### src/rtl/adc_seq_pkg.sv
package adc_seq_pkg;
  localparam int REG_W  = 8;
  localparam int CHAN_W = 4;
  localparam int REF_W  = 2;
  localparam int PS_W   = 3;
  localparam int TSEL_W = 3;

  localparam logic [1:0] REG_CTRL = 2'd0;
  localparam logic [1:0] REG_MUX  = 2'd1;
  localparam logic [1:0] REG_TRIG = 2'd2;

  // control register fields
  localparam int CB_EN   = 0;
  localparam int CB_GO   = 1;
  localparam int CB_AUTO = 2;
  localparam int CB_CLR  = 3;
  localparam int CB_IE   = 4;
  localparam int CB_PS   = 5;
  // select register fields
  localparam int MB_CHAN = 0;
  localparam int MB_REF  = 4;
  localparam int MB_LEFT = 6;

  typedef enum logic [1:0] {ST_IDLE, ST_PREP, ST_CONV, ST_WAIT} seqState_t;

  typedef struct packed {
    logic loadSel;
    logic loadResult;
  } dpStrobe_t;
endpackage

### src/rtl/adc_seq_presc.sv
module adc_seq_presc #(
  parameter int SEL_W = 3
) (
  input  logic             clk,
  input  logic             rstN,
  input  logic             clear,
  input  logic [SEL_W-1:0] divSel,
  output logic             tick
);
  localparam int CNT_W = (1 << SEL_W) - 1;

  logic [CNT_W-1:0] cnt;
  logic [CNT_W-1:0] mask;
  logic [SEL_W-1:0] effSel;

  assign effSel = (divSel == '0) ? SEL_W'(1) : divSel;

  generate
    for (genvar g = 0; g < CNT_W; g++) begin : gMask
      assign mask[g] = (SEL_W'(g) < effSel);
    end
  endgenerate

  always_ff @(posedge clk or negedge rstN) begin
    if (!rstN)      cnt <= '0;
    else if (clear) cnt <= '0;
    else            cnt <= cnt + 1'b1;
  end

  assign tick = ((cnt & mask) == mask);
endmodule

### src/rtl/adc_seq_ctrl.sv
module adc_seq_ctrl
  import adc_seq_pkg::*;
#(
  parameter int CONV_TICKS = 13,
  parameter int INIT_TICKS = 25,
  parameter int NUM_TRIG   = 7
) (
  input  logic             clk,
  input  logic             rstN,
  input  logic             regWr,
  input  logic [1:0]       regSel,
  input  logic [REG_W-1:0] regWdata,
  input  logic [NUM_TRIG-1:0] trigIn,
  input  logic             globalIe,
  input  logic             irqAck,
  input  logic             cvtValid,
  output logic             busy,
  output logic             flag,
  output logic             irq,
  output logic             sampleStart,
  output logic             eocReq,
  output dpStrobe_t        strobe
);
  localparam int TICK_W     = $clog2(INIT_TICKS + 1);
  localparam int PREP_TICKS = INIT_TICKS - CONV_TICKS;

  seqState_t        state;
  logic [TICK_W-1:0] tickCnt;
  logic             enableQ, autoQ, irqEnQ, needInitQ, flagQ, trigPrevQ, sampleQ;
  logic [PS_W-1:0]  psSelQ;
  logic [TSEL_W-1:0] trigSelQ;

  logic ctrlWr, trigWr, enNext, startWr, trigLevel, trigEdge, freeRun;
  logic goStart, useInit, capture, flagClr, psClear, tick;

  assign ctrlWr  = regWr && (regSel == REG_CTRL);
  assign trigWr  = regWr && (regSel == REG_TRIG);
  assign enNext  = ctrlWr ? regWdata[CB_EN] : enableQ;
  assign startWr = ctrlWr && regWdata[CB_GO] && regWdata[CB_EN];
  assign freeRun = autoQ && (trigSelQ == '0);

  always_comb begin
    trigLevel = 1'b0;
    for (int i = 0; i < NUM_TRIG; i++) begin
      if (int'(trigSelQ) == i + 1) trigLevel = trigIn[i];
    end
  end

  assign trigEdge = autoQ && (trigSelQ != '0) && trigLevel && !trigPrevQ;
  assign goStart  = (state == ST_IDLE) && enNext && (startWr || trigEdge);
  assign useInit  = needInitQ || (enNext && !enableQ);
  assign capture  = (state == ST_WAIT) && cvtValid && enNext;
  assign flagClr  = (ctrlWr && regWdata[CB_CLR]) || irqAck;
  assign psClear  = goStart || (capture && freeRun);

  adc_seq_presc #(.SEL_W(PS_W)) presc_i (
    .clk    (clk),
    .rstN   (rstN),
    .clear  (psClear),
    .divSel (psSelQ),
    .tick   (tick)
  );

  // configuration fields
  always_ff @(posedge clk or negedge rstN) begin
    if (!rstN) begin
      enableQ  <= 1'b0;
      autoQ    <= 1'b0;
      irqEnQ   <= 1'b0;
      psSelQ   <= '0;
      trigSelQ <= '0;
      trigPrevQ <= 1'b0;
    end else begin
      if (ctrlWr) begin
        enableQ <= regWdata[CB_EN];
        autoQ   <= regWdata[CB_AUTO];
        irqEnQ  <= regWdata[CB_IE];
        psSelQ  <= regWdata[CB_PS +: PS_W];
      end
      if (trigWr) trigSelQ <= regWdata[TSEL_W-1:0];
      trigPrevQ <= trigLevel;
    end
  end

  // sequencing
  always_ff @(posedge clk or negedge rstN) begin
    if (!rstN) begin
      state     <= ST_IDLE;
      tickCnt   <= '0;
      needInitQ <= 1'b0;
      sampleQ   <= 1'b0;
    end else begin
      sampleQ <= 1'b0;
      if (enNext && !enableQ) needInitQ <= 1'b1;
      if (!enNext) begin
        state <= ST_IDLE;
      end else begin
        unique case (state)
          ST_IDLE: if (goStart) begin
            tickCnt <= '0;
            if (useInit) begin
              state <= ST_PREP;
            end else begin
              state   <= ST_CONV;
              sampleQ <= 1'b1;
            end
          end
          ST_PREP: if (tick) begin
            if (tickCnt == TICK_W'(PREP_TICKS - 1)) begin
              state     <= ST_CONV;
              tickCnt   <= '0;
              sampleQ   <= 1'b1;
              needInitQ <= 1'b0;
            end else begin
              tickCnt <= tickCnt + 1'b1;
            end
          end
          ST_CONV: if (tick) begin
            if (tickCnt == TICK_W'(CONV_TICKS - 1)) state <= ST_WAIT;
            else tickCnt <= tickCnt + 1'b1;
          end
          ST_WAIT: if (cvtValid) begin
            if (freeRun) begin
              state   <= ST_CONV;
              tickCnt <= '0;
              sampleQ <= 1'b1;
            end else begin
              state <= ST_IDLE;
            end
          end
          default: state <= ST_IDLE;
        endcase
      end
    end
  end

  always_ff @(posedge clk or negedge rstN) begin
    if (!rstN)        flagQ <= 1'b0;
    else if (capture) flagQ <= 1'b1;
    else if (flagClr) flagQ <= 1'b0;
  end

  assign busy        = (state != ST_IDLE);
  assign eocReq      = (state == ST_WAIT);
  assign sampleStart = sampleQ;
  assign flag        = flagQ;
  assign irq         = flagQ && irqEnQ && globalIe;

  assign strobe.loadSel    = (state == ST_IDLE) || capture;
  assign strobe.loadResult = capture;
endmodule

### src/rtl/adc_seq_dp.sv
module adc_seq_dp
  import adc_seq_pkg::*;
#(
  parameter int RES_W = 10,
  parameter int OUT_W = 16
) (
  input  logic              clk,
  input  logic              rstN,
  input  logic              regWr,
  input  logic [1:0]        regSel,
  input  logic [REG_W-1:0]  regWdata,
  input  dpStrobe_t         strobe,
  input  logic [RES_W-1:0]  cvtData,
  output logic [CHAN_W-1:0] activeChan,
  output logic [REF_W-1:0]  activeRef,
  output logic [OUT_W-1:0]  readout
);
  localparam int PAD_W = OUT_W - RES_W;

  logic [CHAN_W-1:0] chanQ;
  logic [REF_W-1:0]  refQ;
  logic              leftQ;
  logic [RES_W-1:0]  resultQ;

  always_ff @(posedge clk or negedge rstN) begin
    if (!rstN) begin
      chanQ <= '0;
      refQ  <= '0;
      leftQ <= 1'b0;
    end else if (regWr && regSel == REG_MUX) begin
      chanQ <= regWdata[MB_CHAN +: CHAN_W];
      refQ  <= regWdata[MB_REF +: REF_W];
      leftQ <= regWdata[MB_LEFT];
    end
  end

  always_ff @(posedge clk or negedge rstN) begin
    if (!rstN) begin
      activeChan <= '0;
      activeRef  <= '0;
    end else if (strobe.loadSel) begin
      activeChan <= chanQ;
      activeRef  <= refQ;
    end
  end

  always_ff @(posedge clk or negedge rstN) begin
    if (!rstN)                  resultQ <= '0;
    else if (strobe.loadResult) resultQ <= cvtData;
  end

  assign readout = leftQ ? {resultQ, {PAD_W{1'b0}}} : {{PAD_W{1'b0}}, resultQ};
endmodule

### src/rtl/adc_seq.sv
module adc_seq
  import adc_seq_pkg::*;
#(
  parameter int RES_W      = 10,
  parameter int OUT_W      = 16,
  parameter int CONV_TICKS = 13,
  parameter int INIT_TICKS = 25,
  parameter int NUM_TRIG   = 7
) (
  input  logic                clk,
  input  logic                rstN,
  input  logic                regWr,
  input  logic [1:0]          regSel,
  input  logic [7:0]          regWdata,
  input  logic [NUM_TRIG-1:0] trigIn,
  input  logic                globalIe,
  input  logic                irqAck,
  input  logic                cvtValid,
  input  logic [RES_W-1:0]    cvtData,
  output logic                busy,
  output logic                flag,
  output logic                irq,
  output logic                sampleStart,
  output logic                eocReq,
  output logic [3:0]          activeChan,
  output logic [1:0]          activeRef,
  output logic [OUT_W-1:0]    readout
);
  dpStrobe_t strobe;

  adc_seq_ctrl #(
    .CONV_TICKS (CONV_TICKS),
    .INIT_TICKS (INIT_TICKS),
    .NUM_TRIG   (NUM_TRIG)
  ) ctrl_i (
    .clk         (clk),
    .rstN        (rstN),
    .regWr       (regWr),
    .regSel      (regSel),
    .regWdata    (regWdata),
    .trigIn      (trigIn),
    .globalIe    (globalIe),
    .irqAck      (irqAck),
    .cvtValid    (cvtValid),
    .busy        (busy),
    .flag        (flag),
    .irq         (irq),
    .sampleStart (sampleStart),
    .eocReq      (eocReq),
    .strobe      (strobe)
  );

  adc_seq_dp #(
    .RES_W (RES_W),
    .OUT_W (OUT_W)
  ) dp_i (
    .clk        (clk),
    .rstN       (rstN),
    .regWr      (regWr),
    .regSel     (regSel),
    .regWdata   (regWdata),
    .strobe     (strobe),
    .cvtData    (cvtData),
    .activeChan (activeChan),
    .activeRef  (activeRef),
    .readout    (readout)
  );
endmodule

### config.mk
export PLATFORM = sky130hd
export DESIGN_NAME = adc_seq
export DESIGN_NICKNAME = d
export VERILOG_FILES = /design/src/rtl/adc_seq_pkg.sv /design/src/rtl/adc_seq_presc.sv /design/src/rtl/adc_seq_ctrl.sv /design/src/rtl/adc_seq_dp.sv /design/src/rtl/adc_seq.sv
export SDC_FILE = /design/constraint.sdc
export NUM_CORES = 1
export LEC_CHECK = 0
export BUFFER_PORTS_ARGS = -buffer_cell sky130_fd_sc_hd__buf_2
export CORE_MARGIN = 2
export CORE_UTILIZATION = 35
export CTS_CLUSTER_DIAMETER = 100
export DETAILED_ROUTE_END_ITERATION = 12
export SLEW_MARGIN = 20
export SYNTH_ARGS = -nofsm -noshare
export SYNTH_HDL_FRONTEND = slang
export SYNTH_SLANG_ARGS = --single-unit
export TNS_END_PERCENT = 100
### constraint.sdc
create_clock -name clk -period 6.2 [get_ports clk]
set_clock_uncertainty 0.05 [all_clocks]
set_input_delay 0.62 -clock clk [delete_from_list [all_inputs] [get_ports clk]]
set_output_delay 0.62 -clock clk [all_outputs]
set_load 0.02 [all_outputs]
==> flow_summary.rst, run 1 <==
.. list-table::
   :header-rows: 1

   * - Metric
     - Value
   * - Power Internal
     - 594 uW
   * - Number of buffers inserted for hold repair after clock tree synthesis
     - 0
   * - Initial Util
     - 0.361
   * - Primary flip-flop cell chosen by synthesis mapping
     - sky130_fd_sc_hd__dfrtp_1
   * - Port bufs
     - ~60
   * - Type of the worst setup path
     - reg2reg
   * - I/O pin total
     - 60
   * - Number of antenna violations at the first check in global routing
     - 0
   * - Final setup viols
     - 0
   * - Post_cts resized
     - 0
   * - Combinational cell fraction of total power
     - 0.219
   * - Final hold slack
     - 0.356 ns
   * - Fin util
     - 0.434
   * - Synth Area in XOR/XNOR
     - 0.0167
   * - # nets final
     - 345
   * - Instance area at placement
     - between 3000 and 4000 um^2
   * - Drt pass-1 iters
     - 4
   * - Nature of the critical path endpoint
     - flop
   * - Number of warnings issued by yosys
     - 0
   * - Maximum number of pins on one net before global-route repair
     - 51
   * - Worst ir drop on vdd
     - 99.8 uV
   * - Clock Tree Buf Depth
     - 2
   * - Placement-stage worst setup slack
     - approximately 3.5 ns
   * - Cell type contributing the most total cell area after synthesis
     - sky130_fd_sc_hd__dfrtp_1
   * - Number of synthesized register bits
     - 50
   * - Adder-Cell Fraction of Synth Area
     - 0.0383
   * - Proportion of power drawn by flip-flops and latches
     - 0.506
   * - Required @ worst endpoint
     - ~6.4 ns
   * - Number of levels the H-tree was split into
     - 2
   * - MaxCap Viol Count
     - 0
   * - Post-route DRC violation count
     - 0
   * - Finished Cell Area
     - 3150 um^2
   * - Final Instance Count excl. Fillers
     - 404
   * - Number of synthesized flops with an enable pin
     - 0
   * - Avg Synthesized Cell Area
     - 10.9 um^2
   * - Instance count after placement with tap cells included
     - about 400
   * - TritonCTS clock tree
     - done
   * - M2 GR Usage
     - 0.215
   * - Worst hold path class
     - in2async
   * - Most common cell after layout, fill and taps aside
     - sky130_fd_sc_hd__buf_2
   * - Area grow syn2layout
     - 20.2%
   * - Worst slew margin relative to its limit
     - 0.555
   * - Worst slew pin tran
     - 0.667 ns
   * - Portion of total power attributed to the clock network
     - 0.275
   * - Clk slew on worst S/H paths
     - 0.09 ns
   * - Vias per Instance
     - just under 5
   * - Worst-case register-to-register setup slack
     - between 3 and 4 ns
   * - Number of slew-limit violations in the final report
     - 0
   * - Reg2Reg Depth
     - 7
   * - Result of the run
     - finished clean
   * - Number of violations reported at the end of detailed-routing iteration 0
     - 81
   * - Multiplexer fraction of the synthesized cell area
     - 0.157
   * - Setup repair after global routing missed its margin
     - false
   * - Post-synthesis instance area
     - between 2000 and 3000 um^2
   * - Vias in the first global route
     - 1976
   * - Met3 global-route usage
     - 0.0284
   * - Max frequency
     - between 400 and 500 MHz
   * - Sw Ratio
     - 0.313
   * - Clock buffers created by TritonCTS
     - 5
   * - Final WS setup
     - about 3.8 ns
   * - Syn nets
     - around 280
   * - Die width
     - 90.5 um
   * - GP Congestion
     - 0.784
   * - TNS Setup
     - 0 ns
   * - Type of element launching the critical path
     - flop
   * - Per-cell routed wire length
     - roughly 13 um
   * - Latest clock arrival within the worst-skew pair
     - 0.31 ns
   * - Total length of routed wires
     - around 5.4 mm
   * - Post-synthesis instance total
     - 241
   * - Yosys top cell area share
     - 0.478
   * - Shortest period the worst path allows
     - 2.43 ns
   * - Number of diodes
     - 0
   * - Ratio of cells with drive above 1 in the final layout
     - 0.364
   * - Worst Path Arrival
     - 2.61 ns
   * - Global-route met1 utilization
     - 0.197
   * - Pwr dens
     - 275 nW/um^2
   * - Count of vias placed by the detailed router
     - about 2000
   * - Total Routing Usage GR
     - 0.140
   * - Largest cells by area after synthesis
     - sky130_fd_sc_hd__dfrtp_1, sky130_fd_sc_hd__mux2_2, sky130_fd_sc_hd__nand2_1
   * - Sequential cell area fraction in the yosys report
     - 0.478
   * - Global-route wire length before repair
     - 9.43 mm
   * - Half-perimeter wire length after detailed placement
     - 4.06 mm
   * - Leakage power figure
     - 1.51 nW
   * - Synthesized-area fraction occupied by and/or/nand/nor cells
     - 0.195
   * - Main combinational cell family by area after synthesis
     - simple AND/OR/NAND/NOR gates
   * - Most frequent cells in the layout
     - sky130_fd_sc_hd__buf_2, sky130_fd_sc_hd__dfrtp_1, sky130_fd_sc_hd__mux2_2, sky130_fd_sc_hd__nand2_1, sky130_fd_sc_hd__nor2_1
   * - Final Cycle Share
     - 0.392
   * - Die height
     - 90.5 um
   * - Compound-cell area share of the yosys netlist
     - 0.0952
   * - Count of fill cells added during filler insertion
     - 728
   * - Remaining number of nets flagged by the antenna check after routing
     - 0
   * - Number of hold violations in the final report
     - 0
   * - Total power of the final layout
     - 864 uW
   * - Post-synthesis async set-or-reset flop share
     - 1.00
   * - Clk Tree Root Cell
     - sky130_fd_sc_hd__clkbuf_8
   * - Die Outline Area
     - 8180 um^2
   * - Buffers inserted during post-CTS setup optimization
     - 0
   * - RR Endpoint
     - ctrl_i.state[0]
   * - Global route overflow
     - 0
   * - Reg-to-reg startpoint
     - ctrl_i.tickCnt[1]
   * - Switching power total
     - 270 uW
   * - Clock sink count
     - 50
   * - Count of cell types in the netlist
     - 50
   * - Area inside the core boundary
     - 7250 um^2
   * - Maximum fanout encountered on the critical timing path
     - 5
   * - Highest-utilization routing layer at the global route stage
     - met2
   * - Total number of placement rows
     - 31
-- synthesized netlist by cell type (2+ instances only) --
cell type	instances
sky130_fd_sc_hd__o211ai_1	2
sky130_fd_sc_hd__clkbuf_1	2
sky130_fd_sc_hd__o41ai_1	2
sky130_fd_sc_hd__dfrtp_1	50
sky130_fd_sc_hd__buf_2	2
sky130_fd_sc_hd__mux2i_1	5
sky130_fd_sc_hd__xnor2_1	2
sky130_fd_sc_hd__nor2b_1	9
sky130_fd_sc_hd__and2_1	6
sky130_fd_sc_hd__nand2b_1	4
sky130_fd_sc_hd__nand2_1	27
sky130_fd_sc_hd__xor2_1	3
sky130_fd_sc_hd__nor3_1	4
sky130_fd_sc_hd__ha_1	8
sky130_fd_sc_hd__o21ai_0	9
sky130_fd_sc_hd__and3_1	2
sky130_fd_sc_hd__a22oi_1	2
sky130_fd_sc_hd__a21oi_2	2
sky130_fd_sc_hd__a21oi_1	3
sky130_fd_sc_hd__nor2_1	14
sky130_fd_sc_hd__inv_1	8
sky130_fd_sc_hd__nand3b_1	5
sky130_fd_sc_hd__mux2_2	32
sky130_fd_sc_hd__nor3b_1	2
sky130_fd_sc_hd__nand3_1	10
sky130_fd_sc_hd__nand4_1	2
-- cells by family after synthesis --
kind of cell             Yosys count
buffers and inverters             13
XOR/XNOR                           5
flip-flops                        50
multiplexers                      37
AO/OA/AOI/OAI                     34
AND/OR/NAND/NOR                   94
adder cells (fa/ha/maj)            8
-- worst max path at each step --
stage / start / to / slack, ns / cells after the start
floorplan: regSel[1] / dp_i.activeChan[0] / 3.96 / 6
global placement: regSel[1] / dp_i.activeRef[1] / 3.17 / 6
detailed placement: regSel[1] / dp_i.activeRef[0] / 3.52 / 6
CTS: ctrl_i.tickCnt[1] / ctrl_i.state[0] / 3.80 / 7
global route: ctrl_i.tickCnt[1] / ctrl_i.state[0] / 3.50 / 7
finish: ctrl_i.tickCnt[1] / ctrl_i.state[0] / 3.77 / 7
-- state kept, by name, summed over array words and instances, names as in the netlist, 2 cells and up --
register and cells:
ctrl_i.tickCnt 5, ctrl_i.psSelQ 3, dp_i.refQ 2, dp_i.activeChan 4
dp_i.chanQ 4, ctrl_i.trigSelQ 3, dp_i.resultQ 10, dp_i.activeRef 2
ctrl_i.state 2, ctrl_i.presc_i.cnt 7
-- critical path: stages (launching register included) --
cell and delay [ns]:
sky130_fd_sc_hd__dfrtp_1 0.38, sky130_fd_sc_hd__ha_1 0.24, sky130_fd_sc_hd__nor4bb_1 0.61, sky130_fd_sc_hd__nor2b_1 0.16, sky130_fd_sc_hd__a21oi_1 0.13, sky130_fd_sc_hd__o21ai_0 0.09, sky130_fd_sc_hd__a211oi_1 0.44, sky130_fd_sc_hd__mux2i_1 0.25
-- power by group through the flow --
| stage | Combinational [mW] | Clock [mW] | Sequential, mW |
|---|---|---|---|
| after CTS | 0.193 | 0.246 | 0.438 |
| after floorplan | 0.133 | 0 | 0.436 |
| after global placement | 0.185 | 0 | 0.443 |
| after detailed placement | 0.192 | 0 | 0.443 |
| after global routing | 0.214 | 0.258 | 0.447 |
| final | 0.189 | 0.238 | 0.437 |
-- final cells by class --
cell class | count | area [um^2] | area share
repair buffers | 60 | 303 | 0.0963
well taps | 99 | 124 | 0.0394
clock buffers | 5 | 68.8 | 0.0219
inverters | 9 | 33.8 | 0.0107
clock inverters | 3 | 47.5 | 0.0151
multi-input cells | 178 | 1320 | 0.419
flip-flops and latches | 50 | 1250 | 0.398
-- routing by layer --
metal	vias to the layer above	wire length, um
li1	986	-
met1	956	2550
met2	46	2490
met3	7	244
met4	0	76
met5	-	0
Note: power is estimated with default switching activity, not from simulation.
==> run 2: changes to the inputs <==
- ABC_AREA: unset -> 1
- clock period: 6.2 -> 2.5 ns (I/O delays scaled with it)
==> flow_summary.rst, run 2 <==
.. list-table::
   :header-rows: 1

   * - Metric
     - Value
   * - Instance count after placement with tap cells included
     - 474
   * - Required @ worst endpoint
     - 2.62 ns
   * - Delay contributed by the slowest stage of the critical path
     - 0.41 ns
   * - Syn nets
     - 361
   * - MaxCap Viol Count
     - 0
   * - Clock sink count
     - 50
   * - Clk slew on worst S/H paths
     - 0.10 ns
   * - Avg Synthesized Cell Area
     - just over 8 um^2
   * - Remaining number of nets flagged by the antenna check after routing
     - 0
   * - Worst Path Arrival
     - 1.85 ns
   * - Clk Tree Root Cell
     - sky130_fd_sc_hd__clkbuf_8
   * - Worst slew pin tran
     - 0.579 ns
   * - Clock buffers created by TritonCTS
     - 5
   * - Maximum number of pins on one net before global-route repair
     - 27
   * - # nets final
     - around 420
   * - Result of the run
     - finished clean
   * - Sw Ratio
     - 0.417
   * - Primary flip-flop cell chosen by synthesis mapping
     - sky130_fd_sc_hd__dfrtp_1
   * - Most common cell after layout, fill and taps aside
     - sky130_fd_sc_hd__nand2_1
   * - Setup repair after global routing missed its margin
     - false
   * - Cell type contributing the most total cell area after synthesis
     - sky130_fd_sc_hd__dfrtp_1
   * - Total length of routed wires
     - 5.36 mm
   * - Max frequency
     - 575 MHz
   * - Area grow syn2layout
     - 19.6%
   * - Post-route DRC violation count
     - 0
   * - Global route overflow
     - 0
   * - Yosys top cell area share
     - 0.473
   * - I/O pin total
     - 60
   * - Number of slew-limit violations in the final report
     - 0
   * - Fin util
     - 0.434
   * - Clock Tree Buf Depth
     - 2
   * - Final Cycle Share
     - 0.695
   * - Post-synthesis instance total
     - 320
   * - Latest clock arrival within the worst-skew pair
     - 0.30 ns
   * - Total Routing Usage GR
     - 0.136
   * - Count leader, synth
     - sky130_fd_sc_hd__nand2_1
   * - Shortest period the worst path allows
     - about 1.7 ns
   * - Pwr dens
     - 968 nW/um^2
   * - Total number of placement rows
     - 31
   * - Half-perimeter wire length after detailed placement
     - 4.15 mm
   * - Worst ir drop on vdd
     - 334 uV
   * - Finished Cell Area
     - approximately 3200 um^2
   * - Number of levels the H-tree was split into
     - 2
   * - Worst-case register-to-register setup slack
     - 0.76 ns
   * - Port bufs
     - a little under 60
   * - GP Congestion
     - 0.874
   * - Vias per Instance
     - approximately 4.4
   * - Vias in the first global route
     - 2037
   * - Reg-to-reg startpoint
     - ctrl_i.state[0]
   * - Instance area at placement
     - around 3000 um^2
   * - Number of warnings issued by yosys
     - 0
   * - Maximum fanout encountered on the critical timing path
     - 7
   * - Most frequent cells in the layout
     - sky130_fd_sc_hd__nand2_1, sky130_fd_sc_hd__buf_2, sky130_fd_sc_hd__inv_1, sky130_fd_sc_hd__dfrtp_1, sky130_fd_sc_hd__nor2_1
   * - Count of cells along the worst hold path
     - 2
   * - Max FFs per register
     - 10
   * - Drt pass-1 iters
     - 4
   * - Number of synthesized flops with an enable pin
     - 0
   * - Worst slew margin relative to its limit
     - 0.614
   * - Buffers inserted during post-CTS setup optimization
     - 0
   * - Proportion of power drawn by flip-flops and latches
     - 0.395
   * - Count of vias placed by the detailed router
     - roughly 2100
   * - Final hold slack
     - approximately 0.084 ns
   * - Area inside the core boundary
     - about 7300 um^2
   * - Nature of the critical path endpoint
     - flop
   * - Global-route wire length before repair
     - 9.36 mm
   * - Worst hold path class
     - in2reg
   * - Number of diodes
     - 0
   * - Switching power total
     - 1.28 mW
   * - Synth cell count leaders
     - sky130_fd_sc_hd__nand2_1, sky130_fd_sc_hd__dfrtp_1, sky130_fd_sc_hd__inv_1
   * - Placement-stage worst setup slack
     - between 0.5 and 0.6 ns
   * - Number of synthesized register bits
     - 50
   * - Final WS setup
     - 0.761 ns
   * - Final setup viols
     - 0
   * - TNS Setup
     - 0 ns
   * - RR Endpoint
     - ctrl_i.presc_i.cnt[4]
   * - Power Internal
     - 1.79 mW
   * - Largest reg by FF count
     - dp_i.resultQ
   * - Reg2Reg Depth
     - 7
   * - Total power of the final layout
     - 3.06 mW
   * - Combinational cell fraction of total power
     - 0.451
   * - Cell-by-cell trace of the critical path
     - inv_1, ha_1, inv_1, nor2_1, nand2_2, o21ai_1, a21oi_1
   * - Portion of total power attributed to the clock network
     - 0.154
   * - Post-synthesis instance area
     - about 2600 um^2
   * - Slowest cell on the critical path
     - sky130_fd_sc_hd__dfrtp_1
   * - Die height
     - between 90 and 100 um
   * - Type of element launching the critical path
     - flop
   * - Number of hold violations in the final report
     - 0
   * - Post-synthesis async set-or-reset flop share
     - 1.00
   * - Sequential cell area fraction in the yosys report
     - 0.473
   * - Die width
     - 91.0 um
   * - Ratio of cells with drive above 1 in the final layout
     - 0.250
   * - Type of the worst setup path
     - reg2reg
   * - TritonCTS clock tree
     - done
   * - Number of antenna violations at the first check in global routing
     - 0
   * - Number of violations reported at the end of detailed-routing iteration 0
     - 129
   * - Final Instance Count excl. Fillers
     - 483
   * - Die Outline Area
     - 8270 um^2
   * - Most frequent CP cell
     - sky130_fd_sc_hd__inv_1
   * - Largest registers
     - dp_i.resultQ x10, ctrl_i.presc_i.cnt x7, ctrl_i.tickCnt x5
   * - Worst Hold Path EP
     - ctrl_i.flag
   * - Largest cells by area after synthesis
     - sky130_fd_sc_hd__dfrtp_1, sky130_fd_sc_hd__nand2_1, sky130_fd_sc_hd__inv_1
   * - Initial Util
     - 0.363
   * - Leakage power figure
     - 1.73 nW
   * - Hold Startpoint
     - irqAck
   * - Count of cell types in the netlist
     - 35
   * - Per-cell routed wire length
     - 11.1 um
## run 2: cell count changes after synthesis, sizes merged, moves of 4 or more
cell and change:
and2 -6, o21ai +17, mux2 -22, nand2 +48, a21oi +9, mux2i -5, nand3 +7, nor2b -9
nor2 +28, inv +44, nand2b -4
## run 2: area by class of cell
| type | instances | area, um^2 |
|---|---|---|
| clock inverters | 3 | 21.3 |
| repair buffers | 61 | 325 |
| fillers | 775 | 4130 |
| inverters | 53 | 201 |
| multi-input cells | 212 | 1170 |
| well taps | 99 | 124 |
| flip-flops and latches | 50 | 1250 |
| clock buffers | 5 | 68.8 |
## run 2: worst max-delay path, delay by kind of cell, from the launching register on
kind / cells / cell delay, ns
flops: 1 / 0.41
fa+ha+maj: 1 / 0.24
simple gates: 2 / 0.29
buf+inv: 2 / 0.26
compound gates: 2 / 0.36
## run 2: cell families (layout without fill, tap and decap cells)
group | after synthesis | in the layout | synth area share
flip-flops | 50 | 50 | 0.473
AND/OR/NAND/NOR | 142 | 142 | 0.240
XOR/XNOR | 5 | 5 | 0.0166
adder cells (fa/ha/maj) | 8 | 8 | 0.0378
AO/OA/AOI/OAI | 47 | 47 | 0.0979
buffers and inverters | 58 | 122 | 0.0837
multiplexers | 10 | 10 | 0.0511
## run 2: worst max-delay path by stage
| stage | cells after the start | from | endpoint | slack, ns |
|---|---|---|---|---|
| final | 7 | ctrl_i.state[0] | ctrl_i.presc_i.cnt[4] | 0.76 |
| after global routing | 6 | ctrl_i.state[1] | ctrl_i.presc_i.cnt[2] | 0.55 |
| after CTS | 6 | ctrl_i.state[1] | ctrl_i.presc_i.cnt[4] | 0.72 |
| after detailed placement | 9 | regSel[0] | ctrl_i.presc_i.cnt[4] | 0.57 |
| after global placement | 11 | regSel[0] | ctrl_i.state[1] | 0.67 |
| after floorplan | 6 | ctrl_i.state[1] | dp_i.activeChan[0] | 0.90 |
## run 2: timing repair
item,in CTS,in global routing
endpoints found under the hold margin,24,0
endpoints found under the setup margin,0,0
gates resized for setup,0,0
hold buffers,1,0
## run 2: power by group through the flow
stage	Combinational (mW)	Clock (mW)	Sequential, mW
after floorplan	1.00	0	1.24
after CTS	1.40	0.487	1.22
after detailed placement	1.39	0	1.23
final	1.38	0.471	1.21
after global placement	1.37	0	1.22
after global routing	1.56	0.525	1.25
## run 2: per-layer routing
metal  wire (um)  global-route usage  up-vias
met5           0                   0        -
met4          25              0.0278        0
met3         334              0.0365        2
met2        2300               0.209       56
met1        2710               0.195      953
li1            -                   -     1124
==> run 3: changes to the inputs <==
- clock period: 2.5 -> 1.56 ns (I/O delays scaled with it)
==> flow_summary.rst, run 3 (same netlist as run 2, synthesis figures left out) <==
.. list-table::
   :header-rows: 1

   * - Metric
     - Value
   * - Most frequent cells in the layout
     - sky130_fd_sc_hd__nand2_1, sky130_fd_sc_hd__buf_2, sky130_fd_sc_hd__dfrtp_1, sky130_fd_sc_hd__inv_1, sky130_fd_sc_hd__nor2_1
   * - Worst slew pin tran
     - 0.466 ns
   * - I/O pin total
     - 60
   * - Remaining number of nets flagged by the antenna check after routing
     - 0
   * - Worst hold path class
     - in2reg
   * - Most frequent CP cell
     - sky130_fd_sc_hd__nand2_1
   * - Final hold slack
     - ~0.026 ns
   * - Required @ worst endpoint
     - 1.71 ns
   * - Initial Util
     - 0.363
   * - Count of cells along the worst hold path
     - 2
   * - Maximum number of pins on one net before global-route repair
     - 51
   * - Number of hold violations in the final report
     - 0
   * - Hold Startpoint
     - cvtData[9]
   * - Number of antenna violations at the first check in global routing
     - 0
   * - Global-route wire length before repair
     - 9.05 mm
   * - Type of the worst setup path
     - reg2reg
   * - Setup repair after global routing missed its margin
     - true
   * - Crit path max-delay family
     - simple AND/OR/NAND/NOR gates
   * - Area inside the core boundary
     - 7290 um^2
   * - Finished Cell Area
     - 3520 um^2
   * - Worst ir drop on vdd
     - 813 uV
   * - Register area
     - between 1000 and 1500 um^2
   * - Cell-by-cell trace of the critical path
     - nand2_1, inv_2, nand2_2, nor2_2, nand2_2, nand2_1, nand2_1, nand2_2, nand3_2, nor2_4, nand2_4, nand2_1, o21ai_1
   * - Number of slew-limit violations in the final report
     - 0
   * - Number of levels the H-tree was split into
     - 2
   * - Latest clock arrival within the worst-skew pair
     - 0.31 ns
   * - Number of diodes
     - 0
   * - MaxCap Viol Count
     - 0
   * - Worst Hold Path EP
     - dp_i.resultQ[9]
   * - Worst slew margin relative to its limit
     - 0.688
   * - Total Routing Usage GR
     - 0.134
   * - Reg2Reg Depth
     - 13
   * - TritonCTS clock tree
     - done
   * - Number of violations reported at the end of detailed-routing iteration 0
     - 88
   * - Vias in the first global route
     - 1987
   * - Vias per Instance
     - 4.46
   * - Worst-case register-to-register setup slack
     - -0.07 ns
   * - Most common cell after layout, fill and taps aside
     - sky130_fd_sc_hd__nand2_1
   * - Instance count after placement with tap cells included
     - 491
   * - Final WS setup
     - -0.0705 ns
   * - Die width
     - 91.0 um
   * - Count of vias placed by the detailed router
     - ~2300
   * - Max frequency
     - 613 MHz
   * - Multi-input gate area
     - 1310 um^2
   * - Die Outline Area
     - slightly above 8000 um^2
   * - Nature of the critical path endpoint
     - flop
   * - Reg-to-reg startpoint
     - ctrl_i.presc_i.cnt[2]
   * - Clk Tree Root Cell
     - sky130_fd_sc_hd__clkbuf_8
   * - Final setup viols
     - 7
   * - Result of the run
     - finished, violations left
   * - Clk slew on worst S/H paths
     - 0.09 ns
   * - Count of fill cells added during filler insertion
     - 727
   * - Drt pass-1 iters
     - 4
   * - Max FFs per register
     - 10
   * - Leakage power figure
     - 1.88 nW
   * - # nets final
     - 452
   * - Half-perimeter wire length after detailed placement
     - about 4 mm
   * - Clock Tree Buf Depth
     - 2
   * - GP Congestion
     - 0.829
   * - Area grow syn2layout
     - 32.9%
   * - Ratio of cells with drive above 1 in the final layout
     - 0.383
   * - Type of element launching the critical path
     - flop
   * - Largest reg by FF count
     - dp_i.resultQ
   * - Global route overflow
     - 0
   * - Shortest period the worst path allows
     - approximately 1.6 ns
   * - Worst path bufs/invs
     - 1
   * - Die height
     - 91.0 um
   * - Final Cycle Share
     - 1.05
   * - Clock buffers created by TritonCTS
     - 5
   * - Pwr dens
     - 1570 nW/um^2
   * - Instance area at placement
     - 3200 um^2
   * - Post-route DRC violation count
     - 0
   * - Clock sink count
     - 50
   * - Total length of routed wires
     - 5.64 mm
   * - Total number of placement rows
     - 31
   * - Delay contributed by the slowest stage of the critical path
     - between 0.3 and 0.4 ns
   * - Largest registers
     - dp_i.resultQ x10, ctrl_i.presc_i.cnt x7, ctrl_i.tickCnt x5
   * - Violated checks
     - negative setup slack
   * - Worst Path Arrival
     - 1.78 ns
   * - Port bufs
     - 59
   * - Maximum fanout encountered on the critical timing path
     - 5
   * - Slowest cell on the critical path
     - sky130_fd_sc_hd__dfrtp_1
   * - TNS Setup
     - -0.311 ns
   * - RR Endpoint
     - ctrl_i.tickCnt[0]
   * - Per-cell routed wire length
     - between 10 and 15 um
   * - Placement-stage worst setup slack
     - -0.0286 ns
   * - Final Instance Count excl. Fillers
     - 511
-- run 3: where the power goes --
| part | total [mW] | switching (mW) | leakage (nW) | internal [mW] |
|---|---|---|---|---|
| sequential | 1.95 | 0.264 | 0.612 | 1.68 |
| clock | 0.794 | 0.470 | 0.0447 | 0.325 |
| combinational | 2.79 | 1.59 | 1.22 | 1.20 |
-- run 3: layout make-up --
class                   instances  share of cell area
inverters                      53              0.0580
repair buffers                 88               0.152
clock inverters                 3             0.00712
well taps                      99              0.0352
clock buffers                   5              0.0196
flip-flops and latches         50               0.357
multi-input cells             213               0.372
-- run 3: worst max path at each step --
| stage | startpoint | endpoint | cells after the start | slack [ns] |
|---|---|---|---|---|
| after global placement | ctrl_i.trigSelQ[1] | ctrl_i.tickCnt[0] | 12 | -0.04 |
| after floorplan | ctrl_i.state[0] | ctrl_i.tickCnt[3] | 9 | 0.02 |
| final | ctrl_i.presc_i.cnt[2] | ctrl_i.tickCnt[0] | 13 | -0.07 |
| after global routing | ctrl_i.psSelQ[1] | ctrl_i.tickCnt[0] | 12 | -0.17 |
| after detailed placement | ctrl_i.trigSelQ[2] | ctrl_i.tickCnt[0] | 12 | -0.03 |
| after CTS | ctrl_i.trigSelQ[2] | ctrl_i.tickCnt[0] | 12 | -0.007 |
-- run 3: worst reg2reg max path, cell delays in order, from the launching register on --
cell,delay [ns]
sky130_fd_sc_hd__dfrtp_1,0.39
sky130_fd_sc_hd__nand2_1,0.08
sky130_fd_sc_hd__inv_2,0.08
sky130_fd_sc_hd__nand2_2,0.06
sky130_fd_sc_hd__nor2_2,0.09
sky130_fd_sc_hd__nand2_2,0.08
sky130_fd_sc_hd__nand2_1,0.06
sky130_fd_sc_hd__nand2_1,0.07
sky130_fd_sc_hd__nand2_2,0.08
sky130_fd_sc_hd__nand3_2,0.10
sky130_fd_sc_hd__nor2_4,0.18
sky130_fd_sc_hd__nand2_4,0.10
sky130_fd_sc_hd__nand2_1,0.06
sky130_fd_sc_hd__o21ai_1,0.06
-- run 3: repair_timing --
action	CTS	global route
hold buffers	3	0
buffers inserted	2	6
endpoints found under the setup margin	13	22
resized for setup	5	39
hold endpoints to repair	52	0
pin swaps	0	7
cloned	0	1
-- run 3: layer usage --
metal	track usage	wire length (um)
met1	0.193	2880
met2	0.202	2420
met3	0.0299	283
met4	0.0379	61
met5	0	0
-- run 3: stage by stage --
stage,util,power (mW)
after CTS,0.459,5.20
after global placement,0.438,4.30
after floorplan,-,3.60
after detailed placement,0.438,4.35
after global routing,0.482,5.93
final,0.482,5.53
